==> config.mk <==
export PLATFORM = sky130hd
export DESIGN_NAME = wiper_bank
export DESIGN_NICKNAME = d
export VERILOG_FILES = /design/src/rtl/wiper_bank_pkg.sv /design/src/rtl/wb_nv_timer.sv /design/src/rtl/wb_channel.sv /design/src/rtl/wb_tap_decode.sv /design/src/rtl/wiper_bank.sv
export SDC_FILE = /design/constraint.sdc
export NUM_CORES = 1
export LEC_CHECK = 0
export ABC_AREA = 1
export BUFFER_PORTS_ARGS = -buffer_cell sky130_fd_sc_hd__buf_2
export CORE_AREA = 4 4 419 421
export DETAILED_ROUTE_END_ITERATION = 10
export DIE_AREA = 0 0 423 425
export MAX_ROUTING_LAYER = met4
export SLEW_MARGIN = 10
export SYNTH_ARGS = -nofsm -noshare
export SYNTH_HDL_FRONTEND = slang
export SYNTH_SLANG_ARGS = --single-unit
==> constraint.sdc <==
create_clock -name clk_i -period 3.69 [get_ports clk_i]
set_input_delay 0.369 -clock clk_i [delete_from_list [all_inputs] [get_ports clk_i]]
set_output_delay 0.369 -clock clk_i [all_outputs]
set_load 0.05 [all_outputs]
==> src/rtl/wiper_bank_pkg.sv <==
package wiper_bank_pkg;
  typedef enum logic [2:0] {
    OP_RD_WCR = 3'd0,
    OP_WR_WCR = 3'd1,
    OP_RD_DR  = 3'd2,
    OP_WR_DR  = 3'd3,
    OP_DR2WCR = 3'd4,
    OP_WCR2DR = 3'd5
  } op_e;

  // factory contents of data register r of channel c
  function automatic int dr_init(int c, int r, int nreg);
    return ((c * nreg + r) * 37 + 11) % 256;
  endfunction
endpackage

==> src/rtl/wb_nv_timer.sv <==
module wb_nv_timer #(
  parameter int CYCLES = 16
) (
  input  logic clk_i,
  input  logic rst_ni,
  input  logic start_i,
  output logic busy_o,
  output logic done_o
);
  localparam int CNTW = $clog2(CYCLES + 1);
  logic [CNTW-1:0] cnt_q;

  always_ff @(posedge clk_i or negedge rst_ni) begin
    if (!rst_ni)           cnt_q <= '0;
    else if (start_i)      cnt_q <= CNTW'(CYCLES);
    else if (cnt_q != '0)  cnt_q <= cnt_q - 1'b1;
  end

  assign busy_o = (cnt_q != '0);
  assign done_o = (cnt_q == CNTW'(1));
endmodule

==> src/rtl/wb_channel.sv <==
module wb_channel #(
  parameter int DW   = 8,
  parameter int NREG = 4,
  parameter int CH   = 0,
  localparam int RW  = $clog2(NREG)
) (
  input  logic                 clk_i,
  input  logic                 rst_ni,
  input  logic                 boot_i,
  input  logic                 wcr_we_i,
  input  logic [DW-1:0]        wcr_d_i,
  input  logic                 dr_we_i,
  input  logic [RW-1:0]        dr_sel_i,
  input  logic [DW-1:0]        dr_d_i,
  output logic [DW-1:0]        wcr_o,
  output logic [NREG*DW-1:0]   dr_o
);
  logic [NREG-1:0][DW-1:0] dr_q;
  logic [DW-1:0]           wcr_q;

  always_ff @(posedge clk_i or negedge rst_ni) begin
    if (!rst_ni) begin
      for (int r = 0; r < NREG; r++)
        dr_q[r] <= DW'(wiper_bank_pkg::dr_init(CH, r, NREG));
    end else if (dr_we_i) begin
      dr_q[dr_sel_i] <= dr_d_i;
    end
  end

  always_ff @(posedge clk_i or negedge rst_ni) begin
    if (!rst_ni)       wcr_q <= '0;
    else if (boot_i)   wcr_q <= dr_q[0];
    else if (wcr_we_i) wcr_q <= wcr_d_i;
  end

  assign wcr_o = wcr_q;
  assign dr_o  = dr_q;
endmodule

==> src/rtl/wb_tap_decode.sv <==
module wb_tap_decode #(
  parameter int DW  = 8,
  localparam int NT = 1 << DW
) (
  input  logic [DW-1:0] wcr_i,
  output logic [NT-1:0] tap_o
);
  always_comb begin
    tap_o        = '0;
    tap_o[wcr_i] = 1'b1;
  end
endmodule

==> src/rtl/wiper_bank.sv <==
module wiper_bank
  import wiper_bank_pkg::*;
#(
  parameter int NCH       = 4,
  parameter int NREG      = 4,
  parameter int DW        = 8,
  parameter int WR_CYCLES = 16,
  localparam int CW       = $clog2(NCH),
  localparam int RW       = $clog2(NREG),
  localparam int NT       = 1 << DW
) (
  input  logic              clk_i,
  input  logic              rst_ni,
  input  logic              cmd_valid_i,
  input  logic [2:0]        cmd_op_i,
  input  logic [CW-1:0]     cmd_ch_i,
  input  logic [RW-1:0]     cmd_reg_i,
  input  logic [DW-1:0]     cmd_data_i,
  input  logic              wp_ni,
  output logic              busy_o,
  output logic              rd_valid_o,
  output logic [DW-1:0]     rd_data_o,
  output logic [NCH*DW-1:0] wiper_o,
  output logic [NCH*NT-1:0] tap_sel_o
);
  op_e                  op;
  logic                 boot_q, accept, nv_start, nv_busy, nv_done, is_rd;
  logic [DW-1:0]        wcr_vec [NCH];
  logic [NREG*DW-1:0]   dr_flat [NCH];
  logic [DW-1:0]        wcr_sel, dr_sel;
  logic [CW-1:0]        pend_ch_q;
  logic [RW-1:0]        pend_reg_q;
  logic [DW-1:0]        pend_data_q;
  logic                 rd_valid_q;
  logic [DW-1:0]        rd_data_q;

  assign op       = op_e'(cmd_op_i);
  assign busy_o   = boot_q | nv_busy;
  assign accept   = cmd_valid_i & ~busy_o;
  assign nv_start = accept & wp_ni & ((op == OP_WR_DR) | (op == OP_WCR2DR));
  assign is_rd    = (op == OP_RD_WCR) | (op == OP_RD_DR);
  assign wcr_sel  = wcr_vec[cmd_ch_i];
  assign dr_sel   = dr_flat[cmd_ch_i][int'(cmd_reg_i)*DW +: DW];

  // recall cycle after power-up
  always_ff @(posedge clk_i or negedge rst_ni) begin
    if (!rst_ni) boot_q <= 1'b1;
    else         boot_q <= 1'b0;
  end

  always_ff @(posedge clk_i or negedge rst_ni) begin
    if (!rst_ni) begin
      pend_ch_q   <= '0;
      pend_reg_q  <= '0;
      pend_data_q <= '0;
    end else if (nv_start) begin
      pend_ch_q   <= cmd_ch_i;
      pend_reg_q  <= cmd_reg_i;
      pend_data_q <= (op == OP_WR_DR) ? cmd_data_i : wcr_sel;
    end
  end

  always_ff @(posedge clk_i or negedge rst_ni) begin
    if (!rst_ni) begin
      rd_valid_q <= 1'b0;
      rd_data_q  <= '0;
    end else begin
      rd_valid_q <= accept & is_rd;
      if (accept & is_rd) rd_data_q <= (op == OP_RD_WCR) ? wcr_sel : dr_sel;
    end
  end

  assign rd_valid_o = rd_valid_q;
  assign rd_data_o  = rd_data_q;

  wb_nv_timer #(.CYCLES(WR_CYCLES)) u_timer (
    .clk_i  (clk_i),
    .rst_ni (rst_ni),
    .start_i(nv_start),
    .busy_o (nv_busy),
    .done_o (nv_done)
  );

  for (genvar c = 0; c < NCH; c++) begin : g_ch
    logic wcr_we;
    logic dr_we;
    assign wcr_we = accept & (cmd_ch_i == CW'(c)) &
                    ((op == OP_WR_WCR) | (op == OP_DR2WCR));
    assign dr_we  = nv_done & (pend_ch_q == CW'(c));

    wb_channel #(.DW(DW), .NREG(NREG), .CH(c)) u_ch (
      .clk_i   (clk_i),
      .rst_ni  (rst_ni),
      .boot_i  (boot_q),
      .wcr_we_i(wcr_we),
      .wcr_d_i ((op == OP_WR_WCR) ? cmd_data_i : dr_sel),
      .dr_we_i (dr_we),
      .dr_sel_i(pend_reg_q),
      .dr_d_i  (pend_data_q),
      .wcr_o   (wcr_vec[c]),
      .dr_o    (dr_flat[c])
    );

    wb_tap_decode #(.DW(DW)) u_dec (
      .wcr_i(wcr_vec[c]),
      .tap_o(tap_sel_o[c*NT +: NT])
    );

    assign wiper_o[c*DW +: DW] = wcr_vec[c];
  end
endmodule

After elaboration in Yosys (flattened, before gate mapping)
Index checks and enable logic that the tools add are counted.
- $add $sub $neg: 1
- magnitude comparators: 11
- equality and inequality tests: 12
- shift operators: 1
- multiplexer cells: 33
- bitwise gates (word level): 22
- reductions and logical operators: 14
- operator list (kind ; number):
    $bwmux W32 ; 4
    $mux W8 ; 14
    $bmux W32 S2 ; 1
    $mux W32 ; 2
    $lt A8 B9 Y1 const B ; 4
    $demux W1 S8 ; 4
    $ge A8 B1 Y1 const B ; 4
    $shiftx A32 B6 Y8 ; 1
    $and A1 B1 Y1 ; 16
    $bmux W8 S2 ; 1
    $demux W8 S2 ; 1
    $mux W5 ; 2
    $reduce_bool A2 Y1 ; 5
    $eq A2 B2 Y1 const B ; 4
    $eq A3 B2 Y1 const B ; 2
    $eq A3 B3 Y1 const B ; 2
    $eq A5 B1 Y1 const B ; 1
    $logic_and A1 B1 Y1 ; 5
    $reduce_bool A5 Y1 ; 1
    $sub A5 B1 Y5 const B ; 1
    $eq A2 B1 Y1 const B ; 2
    $logic_not A2 Y1 ; 2
    $mux W1 ; 4
    $or A1 B1 Y1 ; 4
    other kinds (7) ; 7
- register bits after elaboration: 187
- input bits: 19
- output and inout port bits: 1066
- logic and storage cells: 121

Depth between registers and ports, before layout
- depth in word-level cells: 8
- mapped depth: 12
- gate-level depth less buffers: 11

Modules after synthesis
A second synthesis with hierarchy kept.
- cell total of the unflattened synthesis: 2784
- area total of the unflattened synthesis: 15947.8 um^2
- by module, submodules not included (module ; times used ; cells each ; area an instance (um^2) ; sequential area each (um^2)):
    wb_tap_decode (g_ch[0].u_dec ...) ; 3 ; 348 ; 1373.8 ; 0.0
    wiper_bank ; 1 ; 554 ; 2810.2 ; 551.8
    wb_channel (g_ch[3].u_ch) ; 1 ; 201 ; 1843.0 ; 1021.0
    wb_channel (g_ch[1].u_ch) ; 1 ; 201 ; 1839.3 ; 1022.2
    wb_channel (g_ch[2].u_ch) ; 1 ; 201 ; 1838.0 ; 1021.0
    wb_channel (g_ch[0].u_ch) ; 1 ; 201 ; 1835.5 ; 1018.5
    wb_tap_decode (g_ch[3].u_dec) ; 1 ; 348 ; 1376.3 ; 0.0
    wb_nv_timer ; 1 ; 34 ; 284.0 ; 125.1

Least setup slack after synthesis
Ideal clock, no wire load.
- path kind: reg-to-output
- start point: register g_ch[0].u_ch.wcr_q[3]
- end point: output port tap_sel_o[104]
- data arrival time: 2.031 ns
- required time: 3.321 ns
- slack: 1.290 ns
- stages on the path, launching flop included: 6
- buffers on the path: 1
- cells stage by stage: dfrtp_1 inv_1 nor2_1 nand2_1 clkbuf_1 nor2_1
- longest elaborated chain between the ends: 4
- elaborated cells between the ends (all ways): 5
- classes of those cells: 2 x order compare; 2 x mux; 1 x reduce/logical
- ends and longest elaborated chain (element ; RTL line ; text):
    start: declaration ; wb_channel.sv:19 ; logic [DW-1:0] wcr_q;
    start signal: assignment ; wb_channel.sv:32 ; else if (boot_i) wcr_q <= dr_q[0];
    start signal: assignment ; wb_channel.sv:33 ; else if (wcr_we_i) wcr_q <= wcr_d_i;
    $lt A8 B9 Y1 (not written as such) / $ge A8 B1 Y1 (equally long branches) ; wb_tap_decode.sv:10 ; tap_o[wcr_i] = 1'b1;
    $logic_and A1 B1 Y1 (not written as such) ; wb_tap_decode.sv:10 ;
    $mux W1 (not written as such) ; wb_tap_decode.sv:10 ;
    $demux W1 S8 * ; - ;
    end: declaration ; wiper_bank.sv:24 ; output logic [NCH*NT-1:0] tap_sel_o
Mark *: on every way between the ends. The rest lies on a longest branch, timed or not.

Worst setup path in the final report
- start point: register g_ch[0].u_ch.wcr_q[5]
- end point: output port tap_sel_o[238]
Same word-level chain as after synthesis.

==> results by stage <==
Status:
- The flow ran to the end, but the final reports show violations.
- The checks that failed: negative hold slack.

Synth:
- In this run the mean area of a mapped cell was 5.57 µm².
- The biggest area contributor in the post-synthesis netlist is sky130_fd_sc_hd__nor2_1.
- The netlist uses 29 different library cells.
- The proportion of synthesized flip-flops having asynchronous set or reset is 100%.
- After synthesis, the most frequently instantiated cells are sky130_fd_sc_hd__nor2_1 (1116), sky130_fd_sc_hd__nand2_1 (677), sky130_fd_sc_hd__clkbuf_1 (148), sky130_fd_sc_hd__nand3_1 (127), sky130_fd_sc_hd__dfrtp_1 (123).
- The synthesized netlist devotes 0.119% of its cell area to XOR and XNOR gates.
- The share of synthesized cell area in and, or, nand and nor gates is 52.4%.
- The synthesized-area fraction occupied by ao, oa, aoi and oai cells is 6.10%.
- The number of synthesis warnings is 0.
- The register bit total from synthesis is 187.
- Synthesis handed over a netlist of 2643 instances.
- Summing the areas of all fa, ha and maj instances in the mapped netlist gives 0.170% of the synthesized area.
- For this run, the leading register cell type out of synthesis is sky130_fd_sc_hd__dfrtp_1.
- After synthesis, flip-flops and latches occupy 32.4% of the total area.
- After synthesis, the largest family of logic cells by area is simple AND/OR/NAND/NOR gates.
- In this run, synthesis inferred 0 flip-flops with an integrated enable.
- The netlist area before placement is 14700 µm².
- Of the post-synthesis cell area, the part taken by muxes is 0%.
- Ranked by total cell area, the synthesized netlist is headed by sky130_fd_sc_hd__nor2_1 (28%), sky130_fd_sc_hd__dfrtp_1 (21%), sky130_fd_sc_hd__nand2_1 (17%).
- The post-synthesis net count is 2664.
- The area share of the leading cell type in the synthesized netlist is 28.5%.
- The most frequent cell after synthesis is sky130_fd_sc_hd__nor2_1.

Clocking:
- The number of buffers created by CTS is 17.
- The H-tree generated during clock tree synthesis spans 4 levels.
- After clock tree synthesis, the clock-pin slew on the worst setup and hold paths is 0.07 ns.
- The deepest clock path buffer count is 2.
- The number of hold buffers added after CTS was 0.
- The post-CTS setup-driven buffer insertion count is 0.
- The tree is rooted in a sky130_fd_sc_hd__clkbuf_16.
- TritonCTS built the clock tree.
- The count of clock tree sinks is 187.
- For the worst-skew pair, the clock arrives at the later sink with an insertion delay of 0.46 ns.

Detailed routing:
- The post-route DRC violation count is 0.
- The number of violations reported at the end of detailed-routing iteration 0 is 2579.
- The final route contains 22600 vias.
- Once detail routing completed, the nets flagged for antenna violations numbered 0.
- The first detailed-routing pass ran for 8 iterations.
- The routed wire length is 136000 µm.
- In the final routed layout, each cell accounts on average for 22.9 µm.
- Dividing the detail-routed via count by the number of cells gives 3.79.

Timing:
- After routing, the total negative slack on setup checks comes to 0 ns.
- At the pin with the least slew margin, the transition time is 1.23 ns.
- The final critical path takes up 93.8% of the cycle.
- Clock skew on the completed layout was measured at 0.0102 ns.
- Derived from the worst setup path, the maximum achievable clock frequency is 289 MHz.
- The final number of max-transition violations is 0.
- Setup repair after global routing left no endpoint under its margin.
- The setup slack after layout is 0.229 ns.
- The total setup violations reported at the end of the flow is 0.
- The number of hold-slack violations in the final timing report is 1.
- The worst path in the final design needs a cycle of 3.46 ns, including I/O delays and setup.
- The worst slack on hold paths is -0.00144 ns.
- In this run the tightest slew margin relative to its limit is 17.7%.

Worst setup path:
- The endpoint type of the worst setup path is an output pin.
- The critical path is of the flip-flop to output pin type.
- The element type at the critical path start is a flip-flop.
- The register-to-register setup slack is 1.33 ns.
- The capturing instance or port of the critical path is tap_sel_o[238].
- Of all nets on the critical path, the largest fanout is 16.
- The startpoint of the most critical register-to-register path is u_timer.cnt_q[0]$_DFFE_PN0P_.
- The path depth of the worst reg2reg path is 10.
- STA puts the critical path data required time at 3.32 ns.
- Tracing the worst setup path back leads to its startpoint at g_ch[0].u_ch.wcr_o[5]$_DFFE_PN0P_.
- In this run the critical register-to-register path is captured at g_ch[1].u_ch.wcr_o[7]$_DFFE_PN0P_.
- For the worst setup path, the data arrival time is 3.09 ns.

Floorplan:
- The core region is 171000 µm².
- The number of cell rows is 152.
- The die covers 180000 µm².
- In this run the count of I/O pins placed on the die edge is 1085.
- The die is 423 µm wide.
- The die height is 425 µm.
- The initial core utilization is 8.58%.

Place:
- The post-detailed-placement half-perimeter wirelength is 109000 µm.
- After detailed placement, the design holds a cell count of 5907.
- The minimum setup slack after placement is 0.615 ns.
- The number of port buffers is 1084.
- At the end of routability-driven placement, the weighted congestion stood at 0.935.

GRT:
- The number of antenna violations at the first check in global routing was 21.
- The wire length of the first global-routing pass is 178000 µm.
- The largest net degree at the start of global routing is 90.
- The overall track demand over capacity in global routing is 14.6%.
- The global route total overflow is 0.
- The number of global-route vias before repair came to 20800.

Pwr:
- The largest vdd supply drop is 0.386 mV.
- The analysis attributes to cell leakage a power of 12.2 nW.
- The post-route total power is 7.37 mW.
- In this run the power density over the cells is 315 nW/µm².

Run:
- The number of violations of the max-capacitance limit is 0.

Finish:
- From synthesis to final layout, the design area changed by 59.1%.
- In the final design database the tool counted 3637 nets.
- The area of the multi-input gates is 8700 µm².
- After filler insertion, the fill cell instance count of the layout stands at 20000.
- Across the whole layout, storage elements account for 4760 µm².
- The share of cells above drive strength 1 is 35.9%.
- The count of cells in the finished layout, fillers not included, comes to 5953.

Hold path:
- The worst hold path belongs to the class input port to async pin.
## flip-flops by register name, summed over array words and instances (netlist names)
name and flops:
boot_q 1, g_ch.u_ch.dr_o 128, g_ch.u_ch.wcr_o 32, pend_ch_q 2
pend_data_q 8, pend_reg_q 2, rd_data_o 8, rd_valid_o 1
u_timer.cnt_q 5
## worst max-delay path: stages (launching register included)
cell and delay [ns]:
sky130_fd_sc_hd__dfrtp_1 0.59, sky130_fd_sc_hd__inv_1 0.33, sky130_fd_sc_hd__nor2_1 0.39, sky130_fd_sc_hd__nand2_1 0.62, sky130_fd_sc_hd__nor2_1 0.36, sky130_fd_sc_hd__buf_2 0.32
## where the power goes
part | internal [mW] | switching [mW] | leakage [nW]
combinational | 0.494 | 2.40 | 9.69
sequential | 2.39 | 0.274 | 2.29
clock | 0.892 | 0.926 | 0.269
## worst min path at each step
stage / start / to / slack, ns / cells past startpoint
finish: rst_ni / g_ch[1].u_ch.dr_o[11]$_DFFE_PN0P_ / -0.001 / 1
global route: rst_ni / g_ch[1].u_ch.dr_o[11]$_DFFE_PN0P_ / 0.05 / 1
CTS: rst_ni / g_ch[1].u_ch.dr_o[11]$_DFFE_PN0P_ / 0.02 / 1
detailed placement: rd_data_o[2]$_DFFE_PN0P_ / rd_data_o[2]$_DFFE_PN0P_ / 0.46 / 2
global placement: g_ch[1].u_ch.dr_o[26]$_DFFE_PN1P_ / g_ch[1].u_ch.dr_o[26]$_DFFE_PN1P_ / 0.46 / 2
floorplan: rst_ni / g_ch[0].u_ch.dr_o[10]$_DFFE_PN0P_ / 0.07 / 0
## layout by cell type (no fill, tap or decap), drive strengths merged
cell type	synthesis	routed
buf	43	1145
nor2	1119	1119
nand2	705	705
o21ai	152	152
inv	123	130
nand3	128	128
dfrtp	123	123
dfstp	64	64
clkbuf	148	18
a21oi	17	17
diode	0	14
nor3	7	7
clkinv	1	5
o22ai	4	4
o2111ai	3	3
clkinvlp	0	3
xor2	2	2
ha	2	2
nand4	1	1
conb	1	1
## timing repair
item / 4_1_cts / 5_1_grt
endpoints found under the hold margin: 0 / 0
endpoints found under the setup margin: 0 / 3
gates resized for setup: 0 / 1
## stage by stage
stage / utilization, % / area, µm²
finish: 13.7 / 23400
global route: 13.6 / 23400
CTS: 13.6 / 23400
detailed placement: 13.3 / 22800
global placement: 13.3 / 22800
floorplan: - / 14700
## per-layer routing
metal	GRT usage, %	wire, µm	up-vias	part of all wire [%]
met5	-	0	-	0
met4	7.91	8440	0	6.2
met3	5.59	16000	314	12
met2	22.5	61800	1621	45
met1	16.2	50100	10700	37
li1	-	-	9961	-
## cell type report
| type | count | share of cell area, % |
|---|---|---|
| sequential | 187 | 20.3 |
| clock inverter | 14 | 0.572 |
| multi-input combinational | 2141 | 37.2 |
| antenna | 14 | 0.150 |
| inverter | 124 | 2.00 |
| clock buffer | 18 | 1.83 |
| tap | 2310 | 12.3 |
| timing repair buffer | 1145 | 25.6 |
## logic make-up after synthesis
kind of cell | count (synthesis)
buffers and inverters | 315
AOI/OAI and AO/OA | 176
and+or+nand+nor | 1960
adders and majority gates | 2
DFF | 187
xor gates and xnor gates | 2
other | 1
No activity file was read; power rests on OpenSTA's default activity.
